--- config.mk ---
export PLATFORM = sky130hd
export DESIGN_NAME = exc_entry_seq
export DESIGN_NICKNAME = d
export VERILOG_FILES = /design/src/rtl/exc_entry_pkg.sv /design/src/rtl/exc_classify.sv /design/src/rtl/exc_vector.sv /design/src/rtl/exc_commit.sv /design/src/rtl/exc_entry_seq.sv
export SDC_FILE = /design/constraint.sdc
export NUM_CORES = 1
export LEC_CHECK = 0
export BUFFER_PORTS_ARGS = -buffer_cell sky130_fd_sc_hd__buf_2
export CORE_AREA = 2 2 123 125
export CTS_BUF_LIST = sky130_fd_sc_hd__clkbuf_16
export CTS_CLUSTER_SIZE = 12
export DETAILED_ROUTE_END_ITERATION = 8
export DIE_AREA = 0 0 125 127
export PLACE_DENSITY = 0.77
export SYNTH_ARGS = -nofsm -noshare
export SYNTH_HDL_FRONTEND = slang
export SYNTH_SLANG_ARGS = --single-unit
--- constraint.sdc ---
create_clock -name clk -period 3.73 [get_ports clk]
set_input_delay 0.373 -clock clk [delete_from_list [all_inputs] [get_ports clk]]
set_output_delay 0.373 -clock clk [all_outputs]
set_load 0.02 [all_outputs]
--- src/rtl/exc_entry_pkg.sv ---
package exc_entry_pkg;
  // Status word bit positions forced at entry; the core decodes these.
  localparam int SR_BLOCK_BIT = 28;
  localparam int SR_BANK_BIT  = 29;
  localparam int SR_PRIV_BIT  = 30;

  // Legal synchronous code classes.
  localparam int unsigned SYNC_RANGE_LO = 32'h040;
  localparam int unsigned SYNC_RANGE_HI = 32'h1A0;
  localparam int unsigned CODE_TLB_RD   = 32'h040;
  localparam int unsigned CODE_TLB_WR   = 32'h060;
  localparam int          N_LONE_CODES  = 3;
  localparam int unsigned LONE_CODES [N_LONE_CODES] = '{32'h1E0, 32'h800, 32'h820};

  // Handler offsets from the vector base.
  localparam int unsigned OFS_TLB_MISS = 32'h400;
  localparam int unsigned OFS_GENERAL  = 32'h100;

  typedef struct packed {
    logic legal;
    logic tlb_miss;
  } exc_class_t;
endpackage

--- src/rtl/exc_classify.sv ---
module exc_classify
  import exc_entry_pkg::*;
#(
  parameter int CODE_W = 12
) (
  input  logic [CODE_W-1:0] code,
  output exc_class_t        cls
);
  logic [31:0]             code_ext;
  logic [N_LONE_CODES-1:0] lone_hit;
  logic                    in_range;

  assign code_ext = 32'(code);
  assign in_range = (code_ext >= SYNC_RANGE_LO) && (code_ext <= SYNC_RANGE_HI);

  for (genvar g = 0; g < N_LONE_CODES; g++) begin : g_lone
    assign lone_hit[g] = (code_ext == LONE_CODES[g]);
  end

  always_comb begin
    cls.legal    = in_range || (|lone_hit);
    cls.tlb_miss = (code_ext == CODE_TLB_RD) || (code_ext == CODE_TLB_WR);
  end

  // a TLB-miss code is always legal
  always_comb begin
    tlb_legal_chk: assert (!cls.tlb_miss || cls.legal);
  end
endmodule

--- src/rtl/exc_vector.sv ---
module exc_vector
  import exc_entry_pkg::*;
#(
  parameter int XLEN = 32
) (
  input  logic [XLEN-1:0] vbr,
  input  logic            tlb_miss,
  output logic [XLEN-1:0] handler_pc
);
  localparam logic [XLEN-1:0] OFS_T = XLEN'(OFS_TLB_MISS);
  localparam logic [XLEN-1:0] OFS_G = XLEN'(OFS_GENERAL);

  assign handler_pc = vbr + (tlb_miss ? OFS_T : OFS_G);
endmodule

--- src/rtl/exc_commit.sv ---
module exc_commit
  import exc_entry_pkg::*;
#(
  parameter int XLEN   = 32,
  parameter int CODE_W = 12
) (
  input  logic              clk,
  input  logic              rst_n,
  input  logic              fire,
  input  logic              legal,
  input  logic [XLEN-1:0]   handler_pc,
  input  logic [CODE_W-1:0] req_code,
  input  logic [XLEN-1:0]   req_pc,
  input  logic [XLEN-1:0]   cur_sr,
  input  logic [XLEN-1:0]   cur_sp,
  output logic              done,
  output logic [XLEN-1:0]   new_pc,
  output logic [XLEN-1:0]   sr_out,
  output logic [XLEN-1:0]   saved_sr,
  output logic [XLEN-1:0]   saved_pc,
  output logic [XLEN-1:0]   saved_sp,
  output logic [CODE_W-1:0] evt_code,
  output logic              fatal
);
  localparam logic [XLEN-1:0] FORCE_MASK =
    (XLEN'(1) << SR_BLOCK_BIT) | (XLEN'(1) << SR_BANK_BIT) | (XLEN'(1) << SR_PRIV_BIT);

  logic blocked, commit, trip;

  assign blocked = cur_sr[SR_BLOCK_BIT];
  assign commit  = fire && legal && !blocked;
  assign trip    = fire && !(legal && !blocked);

  always_ff @(posedge clk or negedge rst_n) begin
    if (!rst_n) begin
      done     <= 1'b0;
      fatal    <= 1'b0;
      new_pc   <= '0;
      sr_out   <= '0;
      saved_sr <= '0;
      saved_pc <= '0;
      saved_sp <= '0;
      evt_code <= '0;
    end else begin
      done <= commit;
      if (trip) fatal <= 1'b1;
      if (commit) begin
        saved_sr <= cur_sr;
        saved_pc <= req_pc;
        saved_sp <= cur_sp;
        evt_code <= req_code;
        sr_out   <= cur_sr | FORCE_MASK;
        new_pc   <= handler_pc;
      end
    end
  end


  blocked_fatal_chk: assert property (@(posedge clk) disable iff (!rst_n)
    (fire && blocked) |=> (fatal && !done && $stable(saved_sr) && $stable(new_pc)));


  fatal_freeze_chk: assert property (@(posedge clk) disable iff (!rst_n)
    fatal |=> (fatal && !done && $stable(saved_pc) && $stable(saved_sp) && $stable(evt_code)));


  entry_done_chk: assert property (@(posedge clk) disable iff (!rst_n)
    (fire && legal && !blocked) |=> (done && evt_code == $past(req_code)));


  sr_force_chk: assert property (@(posedge clk) disable iff (!rst_n)
    done |-> (sr_out[SR_BLOCK_BIT] && sr_out[SR_BANK_BIT] && sr_out[SR_PRIV_BIT]));


  idle_quiet_chk: assert property (@(posedge clk) disable iff (!rst_n)
    !fire |=> (!done && $stable(saved_sr) && $stable(sr_out)));
endmodule

--- src/rtl/exc_entry_seq.sv ---
module exc_entry_seq
  import exc_entry_pkg::*;
#(
  parameter int XLEN   = 32,
  parameter int CODE_W = 12
) (
  input  logic              clk,
  input  logic              rst_n,
  input  logic              req_valid,
  output logic              req_ready,
  input  logic [CODE_W-1:0] req_code,
  input  logic [XLEN-1:0]   req_pc,
  input  logic [XLEN-1:0]   cur_sr,
  input  logic [XLEN-1:0]   cur_sp,
  input  logic [XLEN-1:0]   vbr,
  output logic              done,
  output logic [XLEN-1:0]   new_pc,
  output logic [XLEN-1:0]   sr_out,
  output logic [XLEN-1:0]   saved_sr,
  output logic [XLEN-1:0]   saved_pc,
  output logic [XLEN-1:0]   saved_sp,
  output logic [CODE_W-1:0] evt_code,
  output logic              fatal
);
  exc_class_t      cls;
  logic [XLEN-1:0] handler_pc;
  logic            fire;

  assign req_ready = !fatal;
  assign fire      = req_valid && req_ready;

  exc_classify #(.CODE_W(CODE_W)) u_classify (
    .code (req_code),
    .cls  (cls)
  );

  exc_vector #(.XLEN(XLEN)) u_vector (
    .vbr        (vbr),
    .tlb_miss   (cls.tlb_miss),
    .handler_pc (handler_pc)
  );

  exc_commit #(.XLEN(XLEN), .CODE_W(CODE_W)) u_commit (
    .clk        (clk),
    .rst_n      (rst_n),
    .fire       (fire),
    .legal      (cls.legal),
    .handler_pc (handler_pc),
    .req_code   (req_code),
    .req_pc     (req_pc),
    .cur_sr     (cur_sr),
    .cur_sp     (cur_sp),
    .done       (done),
    .new_pc     (new_pc),
    .sr_out     (sr_out),
    .saved_sr   (saved_sr),
    .saved_pc   (saved_pc),
    .saved_sp   (saved_sp),
    .evt_code   (evt_code),
    .fatal      (fatal)
  );


  illegal_code_chk: assert property (@(posedge clk) disable iff (!rst_n)
    (fire && !cls.legal) |=> (fatal && !done && $stable(evt_code)));
endmodule

==> metrics.yaml <==
status: "completed"
clock_tree_from_tritoncts: "done"
cts_setup_buffers: 0
layout_worst_path_cycle_share_pct: 76.4
critPathBufInv: 1
detailedRoute.firstPassIterationCount: 4
area_growth_syn_to_layout_pct: 33.5
remaining_routing_drc_violations: 0
grt_antenna_before_repair: 0
hold_path.class: "in2async"
detail_route.vias_per_cell: 4.86
layout.cells.most_common: "buf_2"
simple_gate_area_share_of_the_yosys_netlist_pct: 4.48
timing.fmax_mhz: 351
most_frequent_cells_in_the_layout: "buf_2, dfrtp_1, mux2_4"
cp_cell_sequence: "buf_2, or4b_2, nor4_1, ha_1, a21oi_1, nor4b_2, nand4_1, xnor2_1, mux2_4"
cts_repair_resize_count: 0
antenna_cells: 0
clock-root-buffer: "clkbuf_16"
pre_cts_slack_ns: 0.438
detailed_placement_hpwl_mm: 11.2
die_area_um2: 15900
postLayoutCoreUtil_pct: 58.7
finalHoldViolCount: 0
initial_utilization_pct: 43.9
layout_setup_ws_ns: 0.882
antenna_violating_nets_left: 0
endpoint_kind: "flip-flop"
post_synth_xor_area_fraction_pct: 3.04
syn_area_um2: 6340
path_clk_slew_ns: 0.06
clock_tree.htree_level_count: 4
setup_viol: 0
critical_path_arrival_ns: 3.14
crit_start: "req_code[7]"
numCtsBuffers: 17
timing_worst_slew_pin_value_ns: 0.962
synth_adder_area_share_pct: 0.592
synth-compound-area-share_pct: 0.967
groute.usage.overall_pct: 18.7
core_area_um2: 14400
crit-reg2reg-launch: "u_commit.fatal$_DFFE_PN0P_"
gate_count_of_the_mapped_netlist: 416
finalCriticalPeriod_ns: 2.85
irDropWorstVdd_mv: 0.288
max-cap-violations: 0
totalNegativeSetupSlack_ns: 0
yosysSeqAreaShare_pct: 56.5
gpl.final_weighted_congestion: 0.843
ys_warns: 0
cts_hold_buf: 0
via_count_of_the_first_global_routing_pass: 4609
clk-insertion-delay-late_ns: 0.41
synth_cell_types: 35
postSynthAreaPerCell_um2: 15.2
worstRegToRegCells: 4
slowest_delay_ns: 0.65
synthesis.nets: 562
slew_viol_final: 0
grt_max_degree: 109
setup.worst_path.class: "in2reg"
detail_route.wl_per_cell_um: 16.4
power_mw: 3.35
cp_slowest_cell: "or4b_2"
combinational_family_with_the_most_area_after_synthesis: "multiplexers"
grt_setup_unrepaired: "no"
i_o_pins: 318
overflow_left_after_global_routing: 0
rows: 44
die_height_um: 127
drive_above_1_share_pct: 67.2
grt_first_pass_wirelength_mm: 23.5
path_delay_family: "simple AND/OR/NAND/NOR gates"
die_width_um: 125
vias: 4414
slew_headroom_pct: 35.8
placement.io_buffers: 317
cellPowerDensity_nw_per_um2: 396
timing.critical_path.from_type: "input port"
regToRegEndpoint: "u_commit.saved_sr[29]$_DFFE_PN0P_"
static-leakage-power_nw: 5.18
wirelength_mm: 14.9
fin_skew_ns: 0.00714
worst-endpoint-required_ns: 4.03
clockBufferDepth: 2
cp_max_fo: 7
drt_iter0_drc: 126
ys_ff_latch: 143
numClockSinks: 143
synthMuxAreaShare_pct: 28.5
final_nets: 858
ff2ff_setup_slack_ns: 1.76
## cell usage after synthesis
cell type,n,area share (%)
a32oi_1,1,0.14
xor2_1,7,0.97
o211ai_1,1,0.12
and4b_1,1,0.16
nand4_1,6,0.59
nor2_1,7,0.41
mux2_2,62,11
nand3_2,1,0.16
o32ai_2,1,0.26
mux2i_1,1,0.16
and2_1,3,0.30
xnor2_1,15,2.1
a31oi_1,1,0.099
a21oi_1,2,0.16
or3_1,2,0.20
nand2b_1,1,0.099
mux2_1,4,0.71
buf_4,31,3.7
mux2_4,70,17
nand2_1,10,0.59
dfrtp_1,143,56
inv_1,6,0.36
nand3_1,8,0.63
nor4b_2,1,0.24
nor4_1,1,0.099
and3_1,1,0.099
ha_1,3,0.59
buf_1,4,0.24
clkbuf_1,2,0.12
buf_6,9,1.6
nor3_1,6,0.47
o21ai_0,1,0.079
or4b_2,1,0.16
and4_1,2,0.28
a21o_1,1,0.12
## metrics by stage
stage	instances	hold slack (ns)	instance area (µm²)
3_5_place_dp	877	0.471	7880
5_1_grt	909	0.151	8460
4_1_cts	909	0.112	8460
2_1_floorplan	416	0.0774	6340
6_report	909	0.0766	8460
3_3_place_gp	877	0.468	7880
## power breakdown
part	total (mW)	switching [mW]	internal [mW]
combinational	0.149	0.0782	0.0711
sequential	1.55	0	1.55
clock	1.65	0.616	1.04
total	3.35	0.695	2.66
## per-layer routing
metal  vias up  track usage (%)  share of wire, %
li1       2017                -                 -
met1      2157             22.0                40
met2       208             32.4                51
met3        32             5.74               6.7
met4         0             6.86               2.2
met5         -                0                 0
## worst max path at each step
stage                                      end  slack, ns  cells after the start
5_1_grt        u_commit.new_pc[30]$_DFFE_PN0P_       0.70                      9
3_5_place_dp   u_commit.new_pc[24]$_DFFE_PN0P_       0.44                      9
4_1_cts        u_commit.new_pc[24]$_DFFE_PN0P_       0.89                      9
6_report       u_commit.new_pc[24]$_DFFE_PN0P_       0.88                      9
3_3_place_gp   u_commit.new_pc[24]$_DFFE_PN0P_       0.47                      9
2_1_floorplan  u_commit.new_pc[21]$_DFFE_PN0P_       0.85                      8
## final cells by class
| class | instances | area, µm² |
|---|---|---|
| timing repair buffer | 323 | 1660 |
| sequential | 143 | 3580 |
| clock buffer | 17 | 425 |
| inverter | 6 | 22.5 |
| multi-input combinational | 221 | 2390 |
| tap | 184 | 230 |
| fill | 1154 | 5960 |
| clock inverter | 15 | 156 |
## worst register-to-register path: cells and delay by family (launching register included)
family	cells	cell delay [ns]
mux	1	0.44
buf+inv	2	0.57
flops	1	0.39
simple gates	1	0.46
## cells by family (layout without fill, tap and decap cells)
group	after synthesis	in the layout
flops	143	143
xor+xnor	22	22
compound gates	8	8
mux	137	137
buf+inv	52	361
fa+ha+maj	3	3
simple gates	51	51
## flip-flops by register name (all words and copies together), names as in the netlist
name	flops
u_commit.fatal	1
u_commit.evt_code	12
u_commit.saved_sp	32
u_commit.sr_out	1
u_commit.done	1
u_commit.new_pc	32
u_commit.saved_pc	32
u_commit.saved_sr	32
(Power assumes the default switching activity.)
